===== src/rtl/mfp_pkg.sv =====
`timescale 1ns/1ps
package mfp_pkg;
  localparam int CSEL_W = 2;
  localparam logic [CSEL_W-1:0] CSEL_MCLK    = 2'd0;
  localparam logic [CSEL_W-1:0] CSEL_ADCMCLK = 2'd1;
  localparam int N_ALT = 3;  // pins carrying an optional S/PDIF input
  localparam int N_CFG = 4;  // hardware routing strap inputs

  typedef enum logic [4:0] {
    FN_GPO, FN_TXBCLK, FN_ADCMCLK,
    FN_SPD0, FN_SPD1, FN_SPD2,
    FN_CFG0, FN_CFG1, FN_CFG2, FN_CFG3,
    FN_PWRDN, FN_SUBFR, FN_BLK,
    FN_SBCLK, FN_SLRCLK, FN_SDIN, FN_SDOUT
  } fn_e;
endpackage


===== src/rtl/mfp_func_sel.sv =====
`timescale 1ns/1ps
module mfp_func_sel
  import mfp_pkg::*;
#(
  parameter int NPIN = 10
) (
  input  logic              hw_strap,
  input  logic              sec_en,
  input  logic [N_ALT-1:0]  gpo_pick,
  input  logic [CSEL_W-1:0] adc_csel,
  input  logic [CSEL_W-1:0] tx_csel,
  input  logic [CSEL_W-1:0] sec_csel,
  output fn_e               fn_o [NPIN]
);
  logic p1_free, p2_free;

  always_comb begin
    // pin 1 is released only if nothing needs its bit clock
    p1_free = (adc_csel == CSEL_MCLK) && (tx_csel == CSEL_MCLK);
    // pin 2 is released only if no tree uses the dedicated ADC clock
    p2_free = (adc_csel != CSEL_ADCMCLK) && (tx_csel != CSEL_ADCMCLK) &&
              (sec_csel != CSEL_ADCMCLK);
    for (int i = 0; i < NPIN; i++) begin
      case (i)
        0: fn_o[i] = (!hw_strap && p1_free) ? FN_GPO : FN_TXBCLK;
        1: fn_o[i] = (!hw_strap && p2_free) ? FN_GPO : FN_ADCMCLK;
        2: fn_o[i] = hw_strap ? FN_CFG0 : (gpo_pick[0] ? FN_GPO : FN_SPD0);
        3: fn_o[i] = hw_strap ? FN_CFG1 : (gpo_pick[1] ? FN_GPO : FN_SPD1);
        4: fn_o[i] = hw_strap ? FN_CFG2 : (gpo_pick[2] ? FN_GPO : FN_SPD2);
        5: fn_o[i] = hw_strap ? FN_CFG3  : (sec_en ? FN_SBCLK  : FN_GPO);
        6: fn_o[i] = hw_strap ? FN_PWRDN : (sec_en ? FN_SLRCLK : FN_GPO);
        7: fn_o[i] = hw_strap ? FN_SUBFR : (sec_en ? FN_SDIN   : FN_GPO);
        8: fn_o[i] = hw_strap ? FN_BLK   : (sec_en ? FN_SDOUT  : FN_GPO);
        default: fn_o[i] = FN_GPO;
      endcase
    end
  end
endmodule


===== src/rtl/mfp_pin_drive.sv =====
`timescale 1ns/1ps
module mfp_pin_drive
  import mfp_pkg::*;
(
  input  fn_e  fn_i,
  input  logic gpo_bit,
  input  logic tx_master,
  input  logic sec_master,
  input  logic tx_bclk_src,
  input  logic sec_bclk_src,
  input  logic sec_lrclk_src,
  input  logic sec_dout_src,
  input  logic subfr_src,
  input  logic blk_src,
  output logic drv_o,
  output logic oe_o
);
  always_comb begin
    drv_o = 1'b0;
    oe_o  = 1'b0;
    case (fn_i)
      FN_GPO:    begin oe_o = 1'b1;       drv_o = gpo_bit; end
      FN_TXBCLK: begin oe_o = tx_master;  drv_o = tx_master & tx_bclk_src; end
      FN_SBCLK:  begin oe_o = sec_master; drv_o = sec_master & sec_bclk_src; end
      FN_SLRCLK: begin oe_o = sec_master; drv_o = sec_master & sec_lrclk_src; end
      FN_SDOUT:  begin oe_o = 1'b1;       drv_o = sec_dout_src; end
      FN_SUBFR:  begin oe_o = 1'b1;       drv_o = subfr_src; end
      FN_BLK:    begin oe_o = 1'b1;       drv_o = blk_src; end
      default:   begin oe_o = 1'b0;       drv_o = 1'b0; end
    endcase
  end
endmodule


===== src/rtl/mfp_in_route.sv =====
`timescale 1ns/1ps
module mfp_in_route
  import mfp_pkg::*;
#(
  parameter int NPIN = 10
) (
  input  fn_e              fn_i [NPIN],
  input  logic [NPIN-1:0]  pin_in,
  input  logic             tx_master,
  input  logic             sec_master,
  output logic             tx_bclk_in,
  output logic             adc_mclk_in,
  output logic [N_ALT-1:0] spdif_rx,
  output logic [N_CFG-1:0] hw_route,
  output logic             hw_pwrdn,
  output logic             sec_bclk_in,
  output logic             sec_lrclk_in,
  output logic             sec_din
);
  always_comb begin
    tx_bclk_in   = 1'b0;
    adc_mclk_in  = 1'b0;
    spdif_rx     = '0;
    hw_route     = '0;
    hw_pwrdn     = 1'b0;
    sec_bclk_in  = 1'b0;
    sec_lrclk_in = 1'b0;
    sec_din      = 1'b0;
    for (int i = 0; i < NPIN; i++) begin
      case (fn_i[i])
        FN_TXBCLK:  tx_bclk_in   |= pin_in[i] & ~tx_master;
        FN_ADCMCLK: adc_mclk_in  |= pin_in[i];
        FN_SPD0:    spdif_rx[0]  |= pin_in[i];
        FN_SPD1:    spdif_rx[1]  |= pin_in[i];
        FN_SPD2:    spdif_rx[2]  |= pin_in[i];
        FN_CFG0:    hw_route[0]  |= pin_in[i];
        FN_CFG1:    hw_route[1]  |= pin_in[i];
        FN_CFG2:    hw_route[2]  |= pin_in[i];
        FN_CFG3:    hw_route[3]  |= pin_in[i];
        FN_PWRDN:   hw_pwrdn     |= pin_in[i];
        FN_SBCLK:   sec_bclk_in  |= pin_in[i] & ~sec_master;
        FN_SLRCLK:  sec_lrclk_in |= pin_in[i] & ~sec_master;
        FN_SDIN:    sec_din      |= pin_in[i];
        default:    ;
      endcase
    end
  end
endmodule


===== src/rtl/mfp_router.sv =====
`timescale 1ns/1ps
module mfp_router
  import mfp_pkg::*;
#(
  parameter int NPIN = 10
) (
  input  logic              clk,
  input  logic              rst,
  input  logic              hw_strap,
  input  logic              sec_en,
  input  logic [N_ALT-1:0]  gpo_pick,
  input  logic [CSEL_W-1:0] adc_csel,
  input  logic [CSEL_W-1:0] tx_csel,
  input  logic [CSEL_W-1:0] sec_csel,
  input  logic              tx_master,
  input  logic              sec_master,
  input  logic [NPIN-1:0]   gpo_val,
  input  logic              tx_bclk_src,
  input  logic              sec_bclk_src,
  input  logic              sec_lrclk_src,
  input  logic              sec_dout_src,
  input  logic              subfr_src,
  input  logic              blk_src,
  input  logic [NPIN-1:0]   pin_in,
  output logic [NPIN-1:0]   pin_out,
  output logic [NPIN-1:0]   pin_oe,
  output logic              tx_bclk_in,
  output logic              adc_mclk_in,
  output logic [N_ALT-1:0]  spdif_rx,
  output logic [N_CFG-1:0]  hw_route,
  output logic              hw_pwrdn,
  output logic              sec_bclk_in,
  output logic              sec_lrclk_in,
  output logic              sec_din
);
  fn_e               fn_w [NPIN];
  logic [NPIN-1:0]   drv_w, oe_w;
  logic              txb_w, adcm_w, pwd_w, sbc_w, slr_w, sdi_w;
  logic [N_ALT-1:0]  spd_w;
  logic [N_CFG-1:0]  cfg_w;

  mfp_func_sel #(.NPIN(NPIN)) u_sel (
    .hw_strap (hw_strap), .sec_en (sec_en), .gpo_pick (gpo_pick),
    .adc_csel (adc_csel), .tx_csel (tx_csel), .sec_csel (sec_csel),
    .fn_o     (fn_w)
  );

  for (genvar g = 0; g < NPIN; g++) begin : g_pin
    mfp_pin_drive u_drv (
      .fn_i (fn_w[g]), .gpo_bit (gpo_val[g]),
      .tx_master (tx_master), .sec_master (sec_master),
      .tx_bclk_src (tx_bclk_src), .sec_bclk_src (sec_bclk_src),
      .sec_lrclk_src (sec_lrclk_src), .sec_dout_src (sec_dout_src),
      .subfr_src (subfr_src), .blk_src (blk_src),
      .drv_o (drv_w[g]), .oe_o (oe_w[g])
    );
  end

  mfp_in_route #(.NPIN(NPIN)) u_in (
    .fn_i (fn_w), .pin_in (pin_in),
    .tx_master (tx_master), .sec_master (sec_master),
    .tx_bclk_in (txb_w), .adc_mclk_in (adcm_w), .spdif_rx (spd_w),
    .hw_route (cfg_w), .hw_pwrdn (pwd_w), .sec_bclk_in (sbc_w),
    .sec_lrclk_in (slr_w), .sec_din (sdi_w)
  );

  always_ff @(posedge clk) begin
    if (rst) begin
      pin_out <= '0; pin_oe <= '0;
      tx_bclk_in <= 1'b0; adc_mclk_in <= 1'b0; spdif_rx <= '0;
      hw_route <= '0; hw_pwrdn <= 1'b0; sec_bclk_in <= 1'b0;
      sec_lrclk_in <= 1'b0; sec_din <= 1'b0;
    end else begin
      pin_out <= drv_w; pin_oe <= oe_w;
      tx_bclk_in <= txb_w; adc_mclk_in <= adcm_w; spdif_rx <= spd_w;
      hw_route <= cfg_w; hw_pwrdn <= pwd_w; sec_bclk_in <= sbc_w;
      sec_lrclk_in <= slr_w; sec_din <= sdi_w;
    end
  end

  // hardware map: pins 3..7 are inputs and never driven
  assert_hw_inputs_quiet_R2: assert property (@(posedge clk) disable iff (rst)
    ($past(hw_strap) && !$past(rst)) |-> (pin_oe[6:2] == 5'b0));

  // secondary port data out owns pin 9
  assert_sec_dout_R3: assert property (@(posedge clk) disable iff (rst)
    ($past(!hw_strap && sec_en && !rst)) |->
    (pin_oe[8] && (pin_out[8] == $past(sec_dout_src))));

  // pin 1 released to its general-purpose output
  assert_pin1_gpo_R5: assert property (@(posedge clk) disable iff (rst)
    ($past(!rst && !hw_strap && adc_csel == CSEL_MCLK && tx_csel == CSEL_MCLK)) |->
    (pin_oe[0] && (pin_out[0] == $past(gpo_val[0]))));

  // pin 2 held as ADC master-clock input
  assert_pin2_input_R6: assert property (@(posedge clk) disable iff (rst)
    ($past(!rst && (hw_strap || adc_csel == CSEL_ADCMCLK ||
      tx_csel == CSEL_ADCMCLK || sec_csel == CSEL_ADCMCLK))) |->
    (!pin_oe[1] && (adc_mclk_in == $past(pin_in[1]))));

  // an undriven pin carries no value
  assert_undriven_low_R7: assert property (@(posedge clk) disable iff (rst)
    ((pin_out & ~pin_oe) == '0));

  // hardware-only nets idle outside hardware mode
  assert_hw_nets_idle_R8: assert property (@(posedge clk) disable iff (rst)
    ($past(!rst && !hw_strap)) |-> ((hw_route == '0) && !hw_pwrdn));
endmodule


===== config.mk =====
export PLATFORM = sky130hd
export DESIGN_NAME = mfp_router
export DESIGN_NICKNAME = d
export VERILOG_FILES = /design/src/rtl/mfp_pkg.sv /design/src/rtl/mfp_func_sel.sv /design/src/rtl/mfp_pin_drive.sv /design/src/rtl/mfp_in_route.sv /design/src/rtl/mfp_router.sv
export SDC_FILE = /design/constraint.sdc
export NUM_CORES = 1
export LEC_CHECK = 0
export BUFFER_PORTS_ARGS = -buffer_cell sky130_fd_sc_hd__buf_2
export CAP_MARGIN = 20
export CORE_MARGIN = 1.5
export CORE_UTILIZATION = 38
export DETAILED_ROUTE_END_ITERATION = 10
export PLACE_DENSITY_LB_ADDON = 0.25
export SYNTH_ARGS = -nofsm -noshare
export SYNTH_HDL_FRONTEND = slang
export SYNTH_SLANG_ARGS = --single-unit

===== constraint.sdc =====
create_clock -name clk -period 1.2 [get_ports clk]
set_clock_uncertainty 0.2 [all_clocks]
set_input_delay 0.06 -clock clk [delete_from_list [all_inputs] [get_ports clk]]
set_output_delay 0.06 -clock clk [all_outputs]
set_load 0.005 [all_outputs]

; ---- Yosys cells after proc, flatten, opt, wreduce, memory -nomap -nowiden
; Index checks and enable logic that the tools add are counted.
[op_classes]
order_cmp = 0
div_mod_pow = 0
n_addsub = 0
eq_ne = 147
n_mux = 152
multipliers = 0
n_bitwise = 127
shifts = 0
n_reduce_logical = 35
[op_table]
columns = cell, count
row1 = $eq A5 B4 Y1 const B, 56
row2 = $eq A5 B3 Y1 const B, 28
row3 = $mux W1, 118
row4 = $or A1 B1 Y1, 104
row5 = $eq A5 B2 Y1 const B, 14
row6 = $pmux W1 S7, 9
row7 = $logic_not A5 Y1, 9
row8 = $mux W5, 8
row9 = $reduce_or A4 Y1, 9
row10 = $eq A5 B1 Y1 const B, 7
row11 = $eq A5 B5 Y1 const B, 7
row12 = $eq A1 B4 Y1 const B, 8
row13 = $eq A2 B4 Y1 const B, 8
row14 = $pmux W1 S3, 9
row15 = $and A1 B1 Y1, 21
row16 = $reduce_or A2 Y1, 9
row17 = $eq A1 B3 Y1 const B, 4
row18 = $eq A2 B3 Y1 const B, 4
row19 = $mux W4, 3
row20 = $mux W10, 1
row21 = $mux W3, 2
row22 = $ne A2 B1 Y1 const B, 3
row23 = $eq A1 B5 Y1 const B, 1
row24 = $eq A2 B5 Y1 const B, 1
row25 = 9 further kinds, 18
[totals]
inputBits = 41
output_inout_bits = 33
word_cells = 472
mem_bits_rw = 0
reg_bits = 33
memories = 0
latch_bits = 0
rom_bits = 0

; ---- Logic depth before layout (Yosys ltp)
; Gate-level depths: netlist of run 1.
[depth]
word_depth = 22
depth_mapped = 4

; ---- Hierarchy
; From an unflattened synthesis of run 1, not the netlist that was laid out.
[unflattened]
hier_cells = 569
hier_area_um2 = 4339.2
[by_module_without_submodules]
columns = module, seq_area_each_um2, area_each_um2, cells_each, n_inst
row1 = mfp_pin_drive, 0.0, 156.4, 22, 10
row2 = mfp_in_route, 0.0, 1491.4, 224, 1
row3 = mfp_router, 660.6, 889.6, 69, 1
row4 = mfp_func_sel, 0.0, 394.1, 56, 1

; ---- Least setup slack after synthesis of run 1
; Ideal clock, no wire load.
[synth_path]
path_type = input-to-reg
startpoint = input port sec_en
endpoint = register pin_out[8]
t_arrival_ps = 648
cell_stages = 4
path_slack_ps = 236
setup_ps = 116
required_time_ps = 884
path_cell_list = buf_2 -> mux2_2 -> nand2_1 -> a21oi_1
[synth_between]
elab_chain_len = 4
[synth_lines]
columns = element, line
row1 = start: declaration, mfp_router.sv:10  ; input logic sec_en,
row2 = $mux W5 (*) (2 in series), mfp_func_sel.sv:33  ; 8: fn_o[i] = hw_strap ? FN_BLK : (sec_en ? FN_SDOUT : FN_GPO);
row3 = "$eq A5 B4 Y1, or another cell as far along", mfp_pin_drive.sv:21  ; case (fn_i)
row4 = $pmux W1 S7 (*), mfp_pin_drive.sv:21
row5 = end signal: assignment, mfp_router.sv:74  ; pin_out <= drv_w; pin_oe <= oe_w;
row6 = end: declaration, mfp_router.sv:25  ; output logic [NPIN-1:0] pin_out,
; Every way passes the cells marked *; elsewhere a longest branch is shown, timed or not.
; A chain may end at the register's enable or synchronous reset.

; ---- Worst setup path after layout of run 1
[layout_path]
startpoint = input port adc_csel[1]
endpoint = register adc_mclk_in
[layout_between]
elab_chain_len = 22
[layout_lines]
columns = element, line
row1 = start: declaration, mfp_router.sv:12  ; input logic [CSEL_W-1:0] adc_csel,
row2 = $logic_not A2 Y1, mfp_func_sel.sv:19  ; p1_free = (adc_csel == CSEL_MCLK) && (tx_csel == CSEL_MCLK);
row3 = $logic_and A1 B1 Y1, mfp_func_sel.sv:19
row4 = $logic_and A1 B1 Y1, mfp_func_sel.sv:25  ; 0: fn_o[i] = (!hw_strap && p1_free) ? FN_GPO : FN_TXBCLK;
row5 = $mux W1, mfp_func_sel.sv:25
row6 = $eq A1 B2 Y1, mfp_in_route.sv:30  ; case (fn_i[i])
row7 = $mux W1, mfp_in_route.sv:30
row8 = $or A1 B1 Y1, mfp_in_route.sv:32  ; FN_ADCMCLK: adc_mclk_in |= pin_in[i];
row9 = $mux W1 (*), mfp_in_route.sv:30
row10 = [6 not listed], -
row11 = $or A1 B1 Y1, mfp_in_route.sv:32
row12 = $mux W1 (*), mfp_in_route.sv:30
row13 = $or A1 B1 Y1, mfp_in_route.sv:32
row14 = $mux W1 (*), mfp_in_route.sv:30
row15 = $or A1 B1 Y1, mfp_in_route.sv:32
row16 = $mux W1 (*), mfp_in_route.sv:30
row17 = $or A1 B1 Y1, mfp_in_route.sv:32
row18 = $mux W1 (*), mfp_in_route.sv:30
row19 = end signal: assignment, mfp_router.sv:75  ; tx_bclk_in <= txb_w; adc_mclk_in <= adcm_w; spdif_rx <= spd_w;
row20 = end: declaration, mfp_router.sv:28  ; output logic adc_mclk_in,
; Marked as above.

==> results of run 1 <==
==> cell type report <==
type / instances / share of cell area
Clock inverter: 1 / 0.002708
Multi-Input combinational cell: 48 / 0.1686
Sequential cell: 32 / 0.3466
Clock buffer: 6 / 0.02234
Tap cell: 30 / 0.02031
Inverter: 7 / 0.01422
Timing Repair Buffer: 115 / 0.4252
==> synthesized netlist by cell type, types with 2 or more instances <==
cell | number | area, µm²
buf_4 | 2 | 15.01
and3_1 | 10 | 62.56
inv_1 | 6 | 22.52
dfxtp_1 | 32 | 640.6
nor3b_1 | 5 | 37.54
buf_2 | 2 | 10.01
nand2b_1 | 3 | 18.77
a21oi_1 | 6 | 30.03
nand3_1 | 2 | 10.01
nor2_1 | 4 | 15.01
and2_1 | 3 | 18.77
nand2_1 | 5 | 18.77
==> critical path, delay by kind of cell <==
kind / cells / cell delay (ns)
AOI/OAI and AO/OA: 2 / 0.33
and+or+nand+nor: 1 / 0.11
buffers and inverters: 2 / 0.68
==> metal layers <==
layer  wire (µm)  track usage  vias to the layer above
met3         201      0.06557                        9
li1            -            -                      539
met1        1230       0.2148                      498
met4          84       0.1792                        0
met2        1586       0.4016                       51
met5           0            0                        -
==> metrics by stage <==
| step | hold slack [ns] | setup slack (ns) | util |
|---|---|---|---|
| after floorplan | -0.06420 | 0.2361 | - |
| after global placement | 0.05029 | 0.04553 | 0.5631 |
| after detailed placement | 0.05210 | 0.01009 | 0.5631 |
| after CTS | -0.1995 | 0.01949 | 0.7354 |
| after global routing | -0.1474 | 0.02001 | 0.7460 |
| final | -0.1607 | 0.05519 | 0.7460 |
==> flip-flops by register name, summed over array words and instances, names as in the netlist <==
signal / cells
sec_din: 1
tx_bclk_in: 1
adc_mclk_in: 1
hw_pwrdn: 1
pin_out: 10
hw_route: 4
spdif_rx: 3
pin_oe: 9
sec_lrclk_in: 1
sec_bclk_in: 1
==> kinds of logic (layout without fill, tap and decap cells) <==
group	count (synthesis)	in the layout	synth area share
AND/OR/NAND/NOR	36	36	0.2208
buffers and inverters	11	129	0.05143
AO/OA/AOI/OAI	11	11	0.07404
multiplexers	1	1	0.01129
flip-flops	32	32	0.6424
==> what timing repair did <==
action | 4_1_cts | 5_1_grt
endpoints found under the hold margin | 32 | 15
hold buffers | 38 | 3
resized for setup | 0 | 2
setup endpoints to repair | 0 | 6
==> report_power, final <==
part / switching, µW / total (µW) / internal [µW]
logic: 125 / 325 / 200
clock network: 337 / 552 / 215
registers: 10.2 / 1110 / 1100
==> worst min-delay path by stage <==
stage | end | slack, ns
floorplan | sec_bclk_in$_SDFF_PP0_ | -0.06
global placement | spdif_rx[2]$_SDFF_PP0_ | 0.05
detailed placement | spdif_rx[0]$_SDFF_PP0_ | 0.05
CTS | pin_oe[7]$_SDFF_PP0_ | -0.20
global route | pin_oe[6]$_SDFF_PP0_ | -0.15
finish | pin_oe[6]$_SDFF_PP0_ | -0.16
==> impl_metrics.env, run 1 <==
export IMPL_status="complete, but fails checks"
export IMPL_violations="hold timing"
export IMPL_cts_root_buf="clkbuf_4"
export IMPL_diodes=0
export IMPL_drc=0
export IMPL_grt_start_max_net_pins=10
export IMPL_via_per_inst=4.590
export IMPL_cts_max_path_buffers=2
export IMPL_max_stage_delay_ns=0.56
export IMPL_netlist_instances=91
export IMPL_syn_area_per_cell_um2=10.96
export IMPL_max_freq_mhz=873.5
export IMPL_coreArea_um2=2477
export IMPL_p_leak_uw=0.0009734
export IMPL_final_layout_size_suffix_gt1_frac=0.4115
export IMPL_dp_hpwl_um=1857
export IMPL_worst_pin_slew_ns=0.2827
export IMPL_slew_violations=0
export IMPL_crit_start="adc_csel[1]"
export IMPL_antenna_found_initial=0
export IMPL_initial_core_util=0.4025
export IMPL_final_cell_area_um2=1848
export IMPL_whs_ns=-0.1607
export IMPL_slew_headroom=0.8111
export IMPL_synth_seq_cells=32
export IMPL_die_w_um=54.23
export IMPL_place_congestion=0.7162
export IMPL_cp_cell_sequence="buf_2, nand2b_1, dlygate4sd3_1, o221ai_2, o211a_1"
export IMPL_synth_seq_area_share=0.6424
export IMPL_power_density_nw_per_um2=1078
export IMPL_dp_cells=192
export IMPL_cp_data_arrival_time_ns=1.18
export IMPL_final_cell_mix="71 x buf_2, 40 x dlygate4sd3_1, 32 x dfxtp_1, 10 x and3_1"
export IMPL_crit_fanout=3
export IMPL_hold_path_startpoint="sec_en"
export IMPL_cts_tree="done"
export IMPL_dieHeight_um=54.23
export IMPL_syn_num_nets=132
export IMPL_wl_um=3102
export IMPL_holdPathStages=2
export IMPL_min_period_over_period=0.9540
export IMPL_cts_made_buffers=5
export IMPL_area_growth_pct=85.32
export IMPL_clock_sinks=32
export IMPL_drt_pass1_iter_count=4
export IMPL_dieArea_um2=2940
export IMPL_synth_edf_count=0
export IMPL_fill_cells=186
export IMPL_fin_cells=239
export IMPL_hold_viol_final=14
export IMPL_io_buffers=71
export IMPL_cts_htree_levels=2
export IMPL_synth_ff_type="dfxtp_1"
export IMPL_grt_total_usage=0.2261
export IMPL_crit_path_start_kind="primary input"
export IMPL_yosys_cell_types_count=23
export IMPL_syn_area_um2=997.2
export IMPL_ant_nets=0
export IMPL_endpoint="adc_mclk_in$_SDFF_PP0_"
export IMPL_multi_input_comb_area_um2=311.5
export IMPL_finalSetupViolations=0
export IMPL_post_cts_setup_buffers=0
export IMPL_first_global_vias=1074
export IMPL_rows=18
export IMPL_wl_per_cell_um=12.98
export IMPL_hold_class="in -> reg"
export IMPL_cp_required_ns=1.23
export IMPL_setup_worst_path_end_class="flop"
export IMPL_clk_pin_slew_ns=0.09
export IMPL_post_route_min_period_ns=1.145
export IMPL_final_common_cell="buf_2"
export IMPL_vdd_ir_drop_worst_mv=0.7859
export IMPL_ioPinCount=74
export IMPL_grt_overflow_total=0
export IMPL_crit_type="in -> reg"
export IMPL_synthArstFlopShare=0
export IMPL_regArea_um2=640.6
export IMPL_vias=1097
export IMPL_ys_warn_count=0
export IMPL_placed_area_um2=1395
export IMPL_p_total_uw=1992
export IMPL_fin_nets=250
export IMPL_grt_pass1_wl_um=4457
export IMPL_timing_setup_tns_ns=0
export IMPL_rsz0062_at_grt="no"
export IMPL_drt_iter0_drc=11
export IMPL_cpMaxStageDelayCell="dlygate4sd3_1"
export IMPL_drv_cap=0
Power figures use the tool's default switching activity.
==> inputs of run 2 (changes only) <==
--- a/config.mk
+++ b/config.mk
@@ -8,7 +8,7 @@
 export BUFFER_PORTS_ARGS = -buffer_cell sky130_fd_sc_hd__buf_2
 export CAP_MARGIN = 20
 export CORE_MARGIN = 1.5
-export CORE_UTILIZATION = 38
+export CORE_UTILIZATION = 25
 export DETAILED_ROUTE_END_ITERATION = 10
 export PLACE_DENSITY_LB_ADDON = 0.25
 export SYNTH_ARGS = -nofsm -noshare
==> impl_metrics.env, run 2 (synthesized netlist as in run 1, its figures left out) <==
export IMPL_final_cell_mix="71 x buf_2, 33 x dlygate4sd3_1, 32 x dfxtp_1, 10 x and3_1, 7 x clkbuf_8"
export IMPL_status="complete, but fails checks"
export IMPL_slew_violations=0
export IMPL_met1_usage=0.1424
export IMPL_drv_cap=0
export IMPL_reg_top3="pin_out x10, pin_oe x9, hw_route x4"
export IMPL_timing_setup_tns_ns=0
export IMPL_whs_ns=-0.004616
export IMPL_internal_power_uw=2031
export IMPL_antenna_found_initial=0
export IMPL_final_layout_size_suffix_gt1_frac=0.4223
export IMPL_max_stage_delay_ns=0.61
export IMPL_place_congestion=0.7619
export IMPL_fin_nets=246
export IMPL_initial_core_util=0.2664
export IMPL_vdd_ir_drop_worst_mv=0.5095
export IMPL_io_buffers=71
export IMPL_p_clk_frac=0.433
export IMPL_crit_cells=4
export IMPL_wl_per_cell_um=11.68
export IMPL_final_common_cell="buf_2"
export IMPL_cts_root_buf="clkbuf_8"
export IMPL_grt_start_max_net_pins=11
export IMPL_p_comb_frac=0.124
export IMPL_dp_hpwl_um=2032
export IMPL_crit_path_start_kind="primary input"
export IMPL_grt_total_usage=0.1461
export IMPL_clk_pin_slew_ns=0.07
export IMPL_cts_tree="done"
export IMPL_crit_fanout=3
export IMPL_holdPathStages=4
export IMPL_worst_pin_slew_ns=0.3121
export IMPL_crit_buf_inv=3
export IMPL_max_freq_mhz=890.5
export IMPL_cts_made_buffers=5
export IMPL_seqPwrFrac=0.442
export IMPL_diodes=0
export IMPL_rows=22
export IMPL_grt_pass1_wl_um=4692
export IMPL_cp_data_arrival_time_ns=1.10
export IMPL_fill_cells=360
export IMPL_crit_type="in -> reg"
export IMPL_ant_nets=0
export IMPL_grtUsageMet2=0.2663
export IMPL_finish_utilization=0.5117
export IMPL_p_leak_uw=0.001011
export IMPL_ioPinCount=74
export IMPL_drt_pass1_iter_count=4
export IMPL_cts_max_path_buffers=2
export IMPL_rsz0062_at_grt="no"
export IMPL_min_period_over_period=0.9358
export IMPL_power_switching_uw=490.6
export IMPL_cts_htree_levels=2
export IMPL_grt_overflow_total=0
export IMPL_hold_class="in -> reg"
export IMPL_vias=1062
export IMPL_grt_use_met3=0.02896
export IMPL_post_route_min_period_ns=1.123
export IMPL_drc=0
export IMPL_cp_cell_sequence="buf_2, clkinv_1, dlygate4sd3_1, a41o_1"
export IMPL_first_global_vias=1093
export IMPL_dieHeight_um=66.16
export IMPL_slew_headroom=0.7914
export IMPL_power_density_nw_per_um2=1316
export IMPL_wl_um=2967
export IMPL_violations="hold timing"
export IMPL_dieArea_um2=4376
export IMPL_cp_required_ns=1.18
export IMPL_coreArea_um2=3744
export IMPL_via_per_inst=4.181
export IMPL_largest_register="pin_out"
export IMPL_die_w_um=66.16
export IMPL_drt_iter0_drc=29
export IMPL_largest_register_ffs=10
export IMPL_busiest_layer="met2"
export IMPL_area_growth_pct=92.10
export IMPL_swShare=0.1946
export IMPL_cpMaxStageDelayCell="dlygate4sd3_1"
export IMPL_hold_viol_final=2
export IMPL_cp_top_family="buffers and inverters"
export IMPL_setup_worst_path_end_class="flop"
export IMPL_finalSetupViolations=0
export IMPL_clock_sinks=32
## run 2: cell count changes in the layout (fill, tap and decap cells not counted), sizes merged
cell / before / now
buf: 75 / 76
bufinv: 0 / 1
clkbuf: 6 / 7
dlygate4sd3: 40 / 33
dlymetal6s4s: 0 / 2
inv: 7 / 6
## run 2: through the flow
| stage | cell area, µm² | worst slack [ns] | hold WS, ns | std cells | power [µW] |
|---|---|---|---|---|---|
| 2_1_floorplan | 997.2 | 0.2361 | -0.06420 | 91 | 1221 |
| 3_3_place_gp | 1425 | 0.06546 | 0.05090 | 211 | 1352 |
| 3_5_place_dp | 1425 | 0.02260 | 0.05537 | 211 | 1361 |
| 4_1_cts | 1902 | 0.0009228 | -0.02176 | 254 | 2550 |
| 5_1_grt | 1916 | 0.01610 | 0.004125 | 254 | 2635 |
| 6_report | 1916 | 0.07705 | -0.004616 | 254 | 2521 |
## run 2: path summary, 6_finish.rpt
| path | start | endpoint | slack (ns) |
|---|---|---|---|
| setup / recovery | rst | pin_out[0]$_SDFF_PP0_ | 0.08 |
| hold / removal | adc_csel[0] | pin_out[1]$_SDFF_PP0_ | -0.005 |
## run 2: power groups by stage
stage,Combinational (µW),Clock (µW),Sequential [µW]
floorplan,73.9,0,1150
global placement,214,0,1140
detailed placement,221,0,1140
CTS,309,1120,1120
global route,346,1170,1120
finish,313,1090,1120
## run 2: final cells by class
cell class	instances	area, µm²	share of cell area
repair buffers	111	752.0	0.3926
flip-flops and latches	32	640.6	0.3344
multi-input cells	48	310.3	0.1620
clock buffers	7	96.34	0.05029
well taps	48	60.06	0.03135
clock inverters	1	30.03	0.01568
inverters	7	26.28	0.01372
## run 2: metal layers
layer / vias to the layer above / share of wire
met5: - / 0
met4: 0 / 0.035
met3: 9 / 0.059
met2: 48 / 0.52
met1: 472 / 0.39
li1: 533 / -
## run 2: timing repair
action,in CTS,in global routing
hold endpoints to repair,32,0
setup endpoints to repair,0,5
hold buffers,35,0
setup buffers,0,0
gates resized for setup,0,4
